File: src/rtl/intr_ctx_save.sv
module intr_ctx_save #(
  parameter int DW    = 32,
  parameter int SW    = 32,
  parameter int IW    = 32,
  parameter int QW    = 34,
  parameter int PW    = 2,
  parameter int Q_POS = 3,
  parameter int W_POS = 4,
  parameter int M_POS = 11,
  parameter int E_POS = 25
) (
  input  logic            clk,
  input  logic            rst_n,
  input  logic            take_i,
  input  logic [1:0]      grp_i,
  input  logic [SW-1:0]   psw_pre_i,
  input  logic [SW-1:0]   psw_post_i,
  input  logic            dflt_w_i,
  input  logic            dflt_e_i,
  input  logic [PW-1:0]   cur_priv_i,
  input  logic [IW-1:0]   insn_i,
  input  logic [DW-1:0]   spc_i,
  input  logic [DW-1:0]   off_i,
  input  logic [QW-1:0]   iaq_front_i,
  input  logic [QW-1:0]   iaq_back_i,
  output logic [4:0]      gr_raddr_o,
  input  logic [DW-1:0]   gr_rdata_i,
  output logic            busy_o,
  output logic            done_o,
  output logic            ctx_ld_o,
  output logic [SW-1:0]   psw_new_o,
  output logic [PW-1:0]   priv_o,
  output logic [SW-1:0]   ipsw_o,
  output logic [IW-1:0]   iir_o,
  output logic [DW-1:0]   isr_o,
  output logic [DW-1:0]   ior_o,
  output logic [QW-1:0]   iiaq_front_o,
  output logic [QW-1:0]   iiaq_back_o,
  output logic [7*DW-1:0] shadow_o
);
  localparam int NSHD = 7;
  localparam int CW   = $clog2(NSHD);
  localparam logic [1:0] GRP_HPMC = 2'd0;
  localparam logic [1:0] GRP_TRAP = 2'd3;

  logic            busy_q, done_q, ctx_ld_q;
  logic [CW-1:0]   idx_q;
  logic [SW-1:0]   ipsw_q, psw_new_q, new_w;
  logic [PW-1:0]   priv_q;
  logic [IW-1:0]   iir_q;
  logic [DW-1:0]   isr_q, ior_q;
  logic [QW-1:0]   iiaq_f_q, iiaq_b_q;
  logic [DW-1:0]   shd_q [NSHD];

  wire            accept = take_i & ~busy_q;
  wire [SW-1:0]   save_w = (grp_i == GRP_TRAP) ? psw_post_i : psw_pre_i;
  wire            save_q = save_w[Q_POS];
  wire            track  = psw_post_i[Q_POS] & ~accept & ~busy_q;

  // slot k holds register 8*((k+1)/2) + ((k+1)%2): 1,8,9,16,17,24,25
  function automatic logic [4:0] slot_reg(input logic [CW-1:0] k);
    logic [CW:0] n;
    n = {1'b0, k} + 1'b1;
    return 5'((n >> 1) << 3) | 5'(n[0]);
  endfunction

  always_comb begin
    new_w        = '0;
    new_w[W_POS] = dflt_w_i;
    new_w[E_POS] = dflt_e_i;
    new_w[M_POS] = (grp_i == GRP_HPMC);
  end

  always_ff @(posedge clk) begin
    if (!rst_n) begin
      busy_q    <= 1'b0;
      done_q    <= 1'b0;
      ctx_ld_q  <= 1'b0;
      idx_q     <= '0;
      ipsw_q    <= '0;
      psw_new_q <= '0;
      priv_q    <= '0;
      iir_q     <= '0;
      isr_q     <= '0;
      ior_q     <= '0;
    end else begin
      ctx_ld_q <= accept;
      priv_q   <= accept ? '0 : cur_priv_i;
      done_q   <= 1'b0;
      if (accept) begin
        ipsw_q    <= save_w;
        psw_new_q <= new_w;
        if (save_q) begin
          iir_q  <= insn_i;
          isr_q  <= spc_i;
          ior_q  <= off_i;
          busy_q <= 1'b1;
          idx_q  <= '0;
        end else begin
          done_q <= 1'b1;
        end
      end else if (busy_q) begin
        if (idx_q == CW'(NSHD - 1)) begin
          busy_q <= 1'b0;
          done_q <= 1'b1;
        end else begin
          idx_q <= idx_q + 1'b1;
        end
      end
    end
  end

  always_ff @(posedge clk) begin
    if (!rst_n) begin
      iiaq_f_q <= '0;
      iiaq_b_q <= '0;
    end else if (track) begin
      iiaq_f_q <= iaq_front_i;
      iiaq_b_q <= iaq_back_i;
    end
  end

  for (genvar k = 0; k < NSHD; k++) begin : g_shd
    always_ff @(posedge clk) begin
      if (!rst_n)
        shd_q[k] <= '0;
      else if (busy_q && idx_q == CW'(k))
        shd_q[k] <= gr_rdata_i;
    end
    assign shadow_o[k*DW +: DW] = shd_q[k];
  end

  assign gr_raddr_o   = busy_q ? slot_reg(idx_q) : 5'd0;
  assign busy_o       = busy_q;
  assign done_o       = done_q;
  assign ctx_ld_o     = ctx_ld_q;
  assign psw_new_o    = psw_new_q;
  assign priv_o       = priv_q;
  assign ipsw_o       = ipsw_q;
  assign iir_o        = iir_q;
  assign isr_o        = isr_q;
  assign ior_o        = ior_q;
  assign iiaq_front_o = iiaq_f_q;
  assign iiaq_back_o  = iiaq_b_q;


  take_busy_ignored_chk: assert property (@(posedge clk) disable iff (!rst_n)
    busy_q && take_i |=> $stable(ipsw_q) && $stable(iir_q) && !ctx_ld_q);

  done_after_copy_chk: assert property (@(posedge clk) disable iff (!rst_n)
    $fell(busy_q) |-> done_q);

  done_pulse_chk: assert property (@(posedge clk) disable iff (!rst_n)
    done_q && !ctx_ld_q |=> !done_q);

  priv_top_chk: assert property (@(posedge clk) disable iff (!rst_n)
    ctx_ld_q |-> priv_q == '0);

  new_q_clear_chk: assert property (@(posedge clk) disable iff (!rst_n)
    ctx_ld_q |-> !psw_new_q[Q_POS]);

  ipr_hold_chk: assert property (@(posedge clk) disable iff (!rst_n)
    accept && !save_q |=> $stable(iir_q) && $stable(isr_q) && $stable(ior_q) && !busy_q);

  raddr_set_chk: assert property (@(posedge clk) disable iff (!rst_n)
    busy_q |-> gr_raddr_o inside {5'd1, 5'd8, 5'd9, 5'd16, 5'd17, 5'd24, 5'd25});

  iaq_freeze_chk: assert property (@(posedge clk) disable iff (!rst_n)
    busy_q |=> $stable(iiaq_f_q) && $stable(iiaq_b_q));
endmodule

File: config.mk
export PLATFORM = sky130hd
export DESIGN_NAME = intr_ctx_save
export DESIGN_NICKNAME = d
export VERILOG_FILES = /design/src/rtl/intr_ctx_save.sv
export SDC_FILE = /design/constraint.sdc
export NUM_CORES = 1
export LEC_CHECK = 0
export CAP_MARGIN = 40
export CORE_AREA = 2 2 286 288
export DETAILED_ROUTE_END_ITERATION = 7
export DIE_AREA = 0 0 288 290
export GPL_TIMING_DRIVEN = 0
export SYNTH_ARGS = -nofsm -noshare
export SYNTH_HDL_FRONTEND = slang
export SYNTH_SLANG_ARGS = --single-unit
File: constraint.sdc
create_clock -name clk -period 5.18 [get_ports clk]
set_input_delay 1.554 -clock clk [delete_from_list [all_inputs] [get_ports clk]]
set_output_delay 1.554 -clock clk [all_outputs]
set_load 0.005 [all_outputs]
# Yosys cells after proc, flatten, opt, wreduce, memory -nomap -nowiden
# Memory sizes are Yosys's and may differ from the RTL's.
# Cells that the tools add are included.
# W data, S select, Z words.
[op_classes]
n_addsub = 2
multipliers = 0
n_div = 0
magnitude_cmp = 0
n_eq_ne = 9
n_shift = 0
n_mux = 43
bitwise_logic = 14
reduce_logical = 13
[op_table]
columns = ["op", "n"]
rows = [
  ["$mux W32", 8],
  ["$mux W1", 30],
  ["$mux W3", 4],
  ["$eq A3 B3 Y1 const B", 3],
  ["$logic_and A1 B1 Y1", 7],
  ["$or A1 B1 Y1", 7],
  ["$add A3 B1 Y3 const B", 2],
  ["$eq A3 B2 Y1 const B", 2],
  ["$mux W5", 1],
  ["$or A5 B1 Y5", 1],
  ["$and A1 B1 Y1", 3],
  ["$eq A3 B1 Y1 const B", 1],
  ["$logic_not A3 Y1", 1],
  ["$not A1 Y1", 3],
  ["$reduce_and A3 Y1", 1],
  ["$eq A2 B2 Y1 const B", 1],
  ["$logic_not A2 Y1", 1],
  ["$ne A2 B1 Y1 const B", 1],
  ["$ne A2 B2 Y1 const B", 1],
  ["$reduce_and A2 Y1", 1],
  ["$reduce_bool A2 Y1", 1],
  ["$reduce_or A2 Y1", 1],
]
[word_totals]
ff_bits = 207
latch_bits = 0
mem_bits_rw = 224
romBits = 0
input_bits = 269
out_inout_bits = 462
word_cells = 94
n_memories = 1
[mem_list]
columns = ["name", "depth", "word_bits", "read_ports", "rd_clocked_by_memory_dff", "wr", "line_no", "source"]
rows = [
  ["shd_q", 7, 32, 7, 0, 7, "53", "logic [DW-1:0] shd_q [NSHD];"],
]

# Longest topological paths before layout
# Gate-level depths: netlist (run 1).
[logic_depth]
ltp_word = 6
mapped_depth = 7

# Least setup slack after synthesis (run 1)
# Ideal clock, no wire load.
[synth_timing]
path_kind = "input port to flip-flop"
startpoint = "input rst_n"
endpoint = "memory shd_q[2][0] (enable)"
arrival_time_ns = 2.738
setup_slack_ns = 2.053
path_stages = 4
path_cell_list = "buf_2 > buf_2 > buf_2 > nand2_1"
[synth_lines]
columns = ["item", "line_no", "source"]
rows = [
  ["start, declared", "13", "input logic rst_n,"],
  ["end, declared", "53", ""],
]

# Final worst setup path (run 1)
[layout_timing]
startpoint = "register idx_q[0]"
endpoint = "output gr_raddr_o[4]"
[layout_between]
elab_chain_len = 3
[layout_rtl]
columns = ["item", "line_no", "source"]
rows = [
  ["start, declared", "47", "logic [CW-1:0] idx_q;"],
  ["start signal, assigned", "107", "idx_q <= idx_q + 1'b1;"],
  ["$add A3 B1 Y3", "63", "n = {1'b0, k} + 1'b1;"],
  ["$or A5 B1 Y5", "64", "return 5'((n >> 1) << 3) | 5'(n[0]);"],
  ["$mux W5", "133", "assign gr_raddr_o = busy_q ? slot_reg(idx_q) : 5'd0;"],
  ["end, declared", "26", "output logic [4:0] gr_raddr_o,"],
]
# No other way between the ends.

==> results of run 1 <==
[worst max-delay path: stages (launching register included)]
cell and delay, ns:
dfxtp_1 0.36, ha_1 0.22, ha_1 0.26, nor2b_1 0.29, clkdlybuf4s50_1 0.62
[path summary, 6_finish.rpt]
| path | startpoint | to | slack (ns) | depth (start not counted) |
|---|---|---|---|---|
| worst min-delay path | iiaq_front_o[28] | iiaq_front_o[28] | 0.45 | 2 |
| worst max-delay path | idx_q[0] | gr_raddr_o[4] | 1.29 | 4 |
| worst max register to register | busy_o | ipsw_o[27] | 2.94 | 6 |
| worst min register to register | iiaq_front_o[28] | iiaq_front_o[28] | 0.45 | 2 |
[power by group]
group	switching (mW)	internal, mW	leakage, nW
Clock	1.45	1.96	0.745
Combinational	0.438	0.583	5.27
Sequential	0.0708	3.75	4.01
[placed cells by master (no fill, tap or decap), types with 21 or more instances in the layout]
cell type,n
dfxtp_1,207
conb_1,31
o2bb2ai_1,31
clkbuf_16,50
a21boi_0,48
clkbuf_1,78
mux2i_1,130
clkdlybuf4s50_1,699
edfxtp_1,224
nand2_1,336
a21boi_1,21
and2_1,228
buf_4,37
[cells by family after synthesis]
| family | count (synthesis) | share of synthesized area |
|---|---|---|
| buf+inv | 126 | 0.0406 |
| other cells | 1 | 0.000225 |
| flops | 431 | 0.652 |
| mux | 130 | 0.0781 |
| fa+ha+maj | 5 | 0.00375 |
| compound gates | 110 | 0.0513 |
| simple gates | 601 | 0.174 |
[area by class of cell]
type,instances,area share
inverters,5,0.000698
plain buffers,121,0.0245
well taps,1060,0.0494
flip-flops and latches,431,0.405
repair buffers,708,0.267
multi-input cells,877,0.195
clock buffers,73,0.0516
diodes,6,0.000559
clock inverters,17,0.00647
[state kept, by name, indices dropped and copies added (netlist names)]
register	cells
isr_o	32
ior_o	32
busy_o	1
ipsw_o	32
psw_new_o	3
iiaq_back_o	34
iir_o	32
shd_q	224
idx_q	3
iiaq_front_o	34
done_o	1
ctx_ld_o	1
priv_o	2
[per-stage QoR]
step | hold WS, ns | instance area (µm²) | util | TNS, ns | total power, mW
after detailed placement | 0.445 | 25300 | 0.316 | 0 | 4.93
final | 0.452 | 26900 | 0.335 | 0 | 8.26
after floorplan | 0.451 | 16800 | - | 0 | 4.18
after global routing | 0.465 | 26900 | 0.335 | 0 | 8.58
after CTS | 0.455 | 26900 | 0.335 | 0 | 8.38
after global placement | 0.440 | 25100 | 0.313 | -5.15 | 4.92
[routing by layer]
| metal | share of wire | vias up | global-route usage | routed length, µm |
|---|---|---|---|---|
| met5 | 0 | - | 0 | 0 |
| met4 | 0.029 | 0 | 0.0436 | 1870 |
| met3 | 0.091 | 95 | 0.0520 | 5980 |
| met2 | 0.51 | 562 | 0.274 | 33000 |
| met1 | 0.37 | 6004 | 0.165 | 24500 |
| li1 | - | 6242 | - | - |
==> impl_results.md, run 1 <==
- Clock insertion delay at the later pin of the skew report: ~0.60 ns
- Post-synthesis sequential element count: between 400 and 500
- Fill count: ~8200
- Classification of the worst setup path: register to output port
- Post-Layout Cell Count: 3298
- Least setup slack across all paths after layout: roughly 1.3 ns
- Post-DP HPWL: roughly 51000 µm
- Wire per inst: between 15 and 20 µm
- Floorplan die height: between 200 and 300 µm
- Number of instances in the placed design: ~3200
- Worst-case setup slack after placement: between 0.8 and 0.9 ns
- Setup repair bufs after CTS: 0
- Count of mapped cells out of synthesis: about 1400
- CTS H-Tree Depth: 2
- Synth-to-Final Area Change: 61.2%
- Maximum capacitance violations: 0
- Synthesized area: about 17000 µm²
- Worst min path class: register to register
- VDD IR max: roughly 200 µV
- Proportion of synthesized flip-flops having asynchronous set or reset: 0
- Number of gates resized after cts: 0
- Drt via density: around 4
- Violation count after the first detailed-route iteration: 504
- Global-route usage over all layers: 0.151
- Worst Clk Skew: ~0.017 ns
- Count of cell types in the netlist: 28
- Global placer's final weighted congestion: between 0.8 and 0.9
- Fraction of layout instances using a drive strength above 1: 0.0627
- Vias in the first global route: 13300
- Starting utilization of the core area: 0.208
- Sequential Area: approximately 11000 µm²
- Site Rows: about 100
- Total number of clock tree sinks: roughly 430
- Number of setup violations in the final report: 0
- Endpoint class of the critical path: output port
- Sequential fraction of the synthesis area: 0.652
- Fmax: 257 MHz
- Combined area of the multi-input logic cells: 5250 µm²
- Hold Fails Final Rpt: 0
- Clock tree root driver cell: clkbuf_16
- Data arrival time at the worst-slack endpoint: between 2 and 2.5 ns
- Part of the cycle the worst path needs: 0.751
- Post-layout minimum cycle time: roughly 3.9 ns
- Overall die width: around 290 µm
- Iteration count of the initial detailed-routing pass: 5
- Largest net degree at the start of global routing: 25
- Number of buffers inserted by hold repair at cts: 0
- Post-route DRC violation count: 0
- Required time of the critical path: approximately 3.6 ns
- Avg Inst Size Synth: ~12 µm²
- Core region area: between 80000 and 90000 µm²
- Number of vias after detailed routing: approximately 13000
- Power density over the cells: slightly above 300 nW/µm²
- ANT nets after route: 0
- Result of the run: complete, no violations
- Antenna violations before repair: 9
- Post-synth top flop: edfxtp_1
- Number of synthesized flops with an enable pin: 224
- Top cells by area in the synthesized netlist: edfxtp_1 40%, dfxtp_1 25%, and2_1 8.6%, mux2i_1 7.8%, nand2_1 7.7%
- Post-synthesis cell type with the largest combined area: edfxtp_1
- Max Root-Sink Buffers: 3
- Top cell type's share of synthesized area: 0.404
- Clock transition at the registers of the reported paths: around 0.06 ns
- Final-stage net count: approximately 2500
- TritonCTS clock tree: done
- First-pass GRT wire length: a little over 90000 µm
- Total gr overflow: 0
- Cell with the most instances after synthesis: nand2_1
- Quantity of I/O buffers inserted on ports: 699
- Unrepaired setup endpoints after global routing: false
- Slew at the pin closest to its max-slew limit: just over 0.7 ns
- Area of the die: 83500 µm²
- Top fanout value on the critical path: 6
- Drt total wl: ~65000 µm
- Total leakage power: about 10 nW
- Critical path startpoint category: register
- Slew Viols, Final: 0
- Cell types with the highest counts after synthesis: 343 x nand2_1, 228 x and2_1, 224 x edfxtp_1
- Num ports: between 700 and 800
- Number of clock buffers inserted by TritonCTS: 50
- Headroom to the max-slew limit: 0.529
- Count of warnings emitted by yosys: 0
Note: power is estimated with default switching activity, not from simulation.
==> run 2: changes to the inputs <==
CORE_AREA = 2 2 288 290   (was 2 2 286 288)
DIE_AREA = 0 0 290 292   (was 0 0 288 290)
clock period = 3.9 ns   (was 5.18 ns; I/O delays follow)
==> run 2 against run 1 <==
  * Flip-flop and latch count unchanged
  * Clock-buffer cell count down 6
  * Register-to-register slack lost 1.3 ns
  * Final cell count rose by 0.45%
  * Global-route usage down 0.12 points
  * Sequential power up 33%
  * Cell area rose by 0.38%
  * Core utilization decreased by 0.46 points
  * Via count rose by 0.63%
  * Worst setup slack got worse by 0.95 ns
  * Sequential share of layout area is 0.15 points lower
  * Largest cell class unchanged
==> impl_results.md, run 2 (synthesis results as in run 1) <==
- Result of the run: complete, no violations
- Total number of clock tree sinks: 431 (unchanged)
- Slew at the pin closest to its max-slew limit: 0.693 ns (-0.0139 ns)
- Maximum capacitance violations: 0 (unchanged)
- Largest net degree at the start of global routing: 30 (+20%)
- Sum Neg Setup Slack: 0 ns (unchanged)
- VDD IR max: 326 µV (+63%)
- First-pass GRT wire length: 93900 µm (+1.2%)
- Violation count after the first detailed-route iteration: 523 (+3.8%)
- Worst min path class: register to register
- Critical path startpoint category: register
- Quantity of I/O buffers inserted on ports: 699 (unchanged)
- Number of gates resized after cts: 0 (unchanged)
- Top fanout value on the critical path: 6 (unchanged)
- Clock tree root driver cell: clkbuf_16
- Final-stage net count: 2467 (-0.041%)
- Met3 GRT Util: 0.0461 (-0.00584)
- Post-layout minimum cycle time: roughly 3.6 ns
- Number of setup violations in the final report: 0 (unchanged)
- Unrepaired setup endpoints after global routing: false
- Synth-to-Final Area Change: 61.8%
- Core region area: 81600 µm² (+1.8%)
- Part of the cycle the worst path needs: 0.914
- Combined area of the multi-input logic cells: 5250 µm² (unchanged)
- Post-route core utilization: 0.331 (-0.00462)
- Post-route DRC violation count: 0 (unchanged)
- Global-route usage over all layers: 0.150 (-0.00117)
- Floorplan die height: 292 µm (+0.69%)
- Antenna violations before repair: 15 (+6)
- Most frequent standard cell in the layout excluding fill and tap cells: clkdlybuf4s50_1
- Wire per inst: 19.6 µm (-0.88%)
- Site Rows: 105 (+0.96%)
- Max Root-Sink Buffers: 3 (unchanged)
- Iteration count of the initial detailed-routing pass: 4 (-1)
- Power density over the cells: 412 nW/µm² (+34%)
- Least setup slack across all paths after layout: 0.337 ns (-0.952 ns)
- Worst Clk Skew: 0.0362 ns (+0.0190 ns)
- Number of clock buffers inserted by TritonCTS: 50 (unchanged)
- Total gr overflow: 0 (unchanged)
- Slew Viols, Final: 0 (unchanged)
- ANT nets after route: 0 (unchanged)
- Classification of the worst setup path: register to output port
- Hold Fails Final Rpt: 0 (unchanged)
- Setup repair bufs after CTS: 0 (unchanged)
- Number of buffers inserted by hold repair at cts: 0 (unchanged)
- Worst-case setup slack after placement: -0.0677 ns (-0.873 ns)
- Most used routing layer: met2
- Fraction of layout instances using a drive strength above 1: 0.0680 (+0.00532)
- Global placer's final weighted congestion: 0.792 (-2.8%)
- Endpoint class of the critical path: output port
- CTS H-Tree Depth: 2 (unchanged)
- Fill count: 8239 (+1.0%)
- Overall die width: 290 µm (+0.69%)
- Clock transition at the registers of the reported paths: 0.06 ns (about the same)
- Number of vias after detailed routing: 13000 (+0.63%)
- Data arrival time at the worst-slack endpoint: 2.39 ns (+0.05 ns)
- Sequential Area: 10900 µm² (unchanged)
- Clock insertion delay at the later pin of the skew report: 0.60 ns (about the same)
- Required time of the critical path: 2.73 ns (-0.90 ns)
- Area of the die: 84700 µm² (+1.4%)
- Headroom to the max-slew limit: 0.538 (+0.00926)
- Largest register FFs: 224 (unchanged)
- Total leakage power: 10.1 nW (+0.60%)
- Vias in the first global route: 13400 (+1.0%)
- Drt via density: 3.92 (+0.17%)
- TritonCTS clock tree: done
- GRT met1 Usage: 0.170 (+0.00476)
- Met2 capacity usage during global routing: 0.263 (-0.0110)
- Num ports: 731 (unchanged)
- Leading cell types in the layout, fill and taps excluded: 699 x clkdlybuf4s50_1, 336 x nand2_1, 228 x and2_1, 224 x edfxtp_1, 207 x dfxtp_1
- Fmax: between 200 and 300 MHz
- Register with the highest flop count: shd_q
- Post-DP HPWL: 50800 µm (-0.68%)
- Drt total wl: 65100 µm (-0.43%)
- Starting utilization of the core area: 0.204 (-0.00364)
[run 2: cell count changes in the layout (fill, tap and decap cells not counted), moves of 2 or more]
cell / change
clkbuf_1: -7
clkinv_16: +3
clkinv_2: +11
diode_2: +3
clkinv_1: -3
clkinvlp_4: -2
inv_16: -2
[run 2: report_power, final]
group	switching, mW	internal [mW]
Sequential	0.0947	4.98
Combinational	0.574	0.772
Clock	2.00	2.70
[run 2: metrics by stage]
stage	total power [mW]	hold WS (ns)	cells	area [µm²]
4_1_cts	11.3	0.453	3304	26900
3_3_place_gp	6.52	0.442	3203	25100
3_5_place_dp	6.54	0.445	3211	25300
2_1_floorplan	5.56	0.451	1434	16800
6_report	11.1	0.449	3313	27000
5_1_grt	11.5	0.463	3310	27000
[run 2: final timing paths]
| check | startpoint | end | slack (ns) | depth (start not counted) |
|---|---|---|---|---|
| worst min register to register | iiaq_front_o[30] | iiaq_front_o[30] | 0.45 | 2 |
| worst max-delay path | idx_q[0] | gr_raddr_o[4] | 0.34 | 4 |
| worst min-delay path | iiaq_front_o[30] | iiaq_front_o[30] | 0.45 | 2 |
| worst max register to register | busy_o | ipsw_o[27] | 1.59 | 6 |
[run 2: critical path, cell delays in order (launching register included)]
cell and delay (ns):
dfxtp_1 0.37, ha_1 0.23, ha_1 0.27, nor2b_1 0.29, clkdlybuf4s50_1 0.64
[run 2: final cells by class]
class	count	share of cell area
Buffer	121	0.0244
Inverter	5	0.000696
Multi-Input combinational cell	877	0.195
Sequential cell	431	0.403
Antenna cell	9	0.000835
Clock buffer	67	0.0510
Clock inverter	26	0.0106
Timing Repair Buffer	707	0.265
Tap cell	1070	0.0496
[run 2: metal layers]
layer  vias to the layer above  wire length, µm
li1                       6254                -
met3                        96             5000
met4                         2             1800
met5                         -               13
met2                       570            32600
met1                      6062            25600
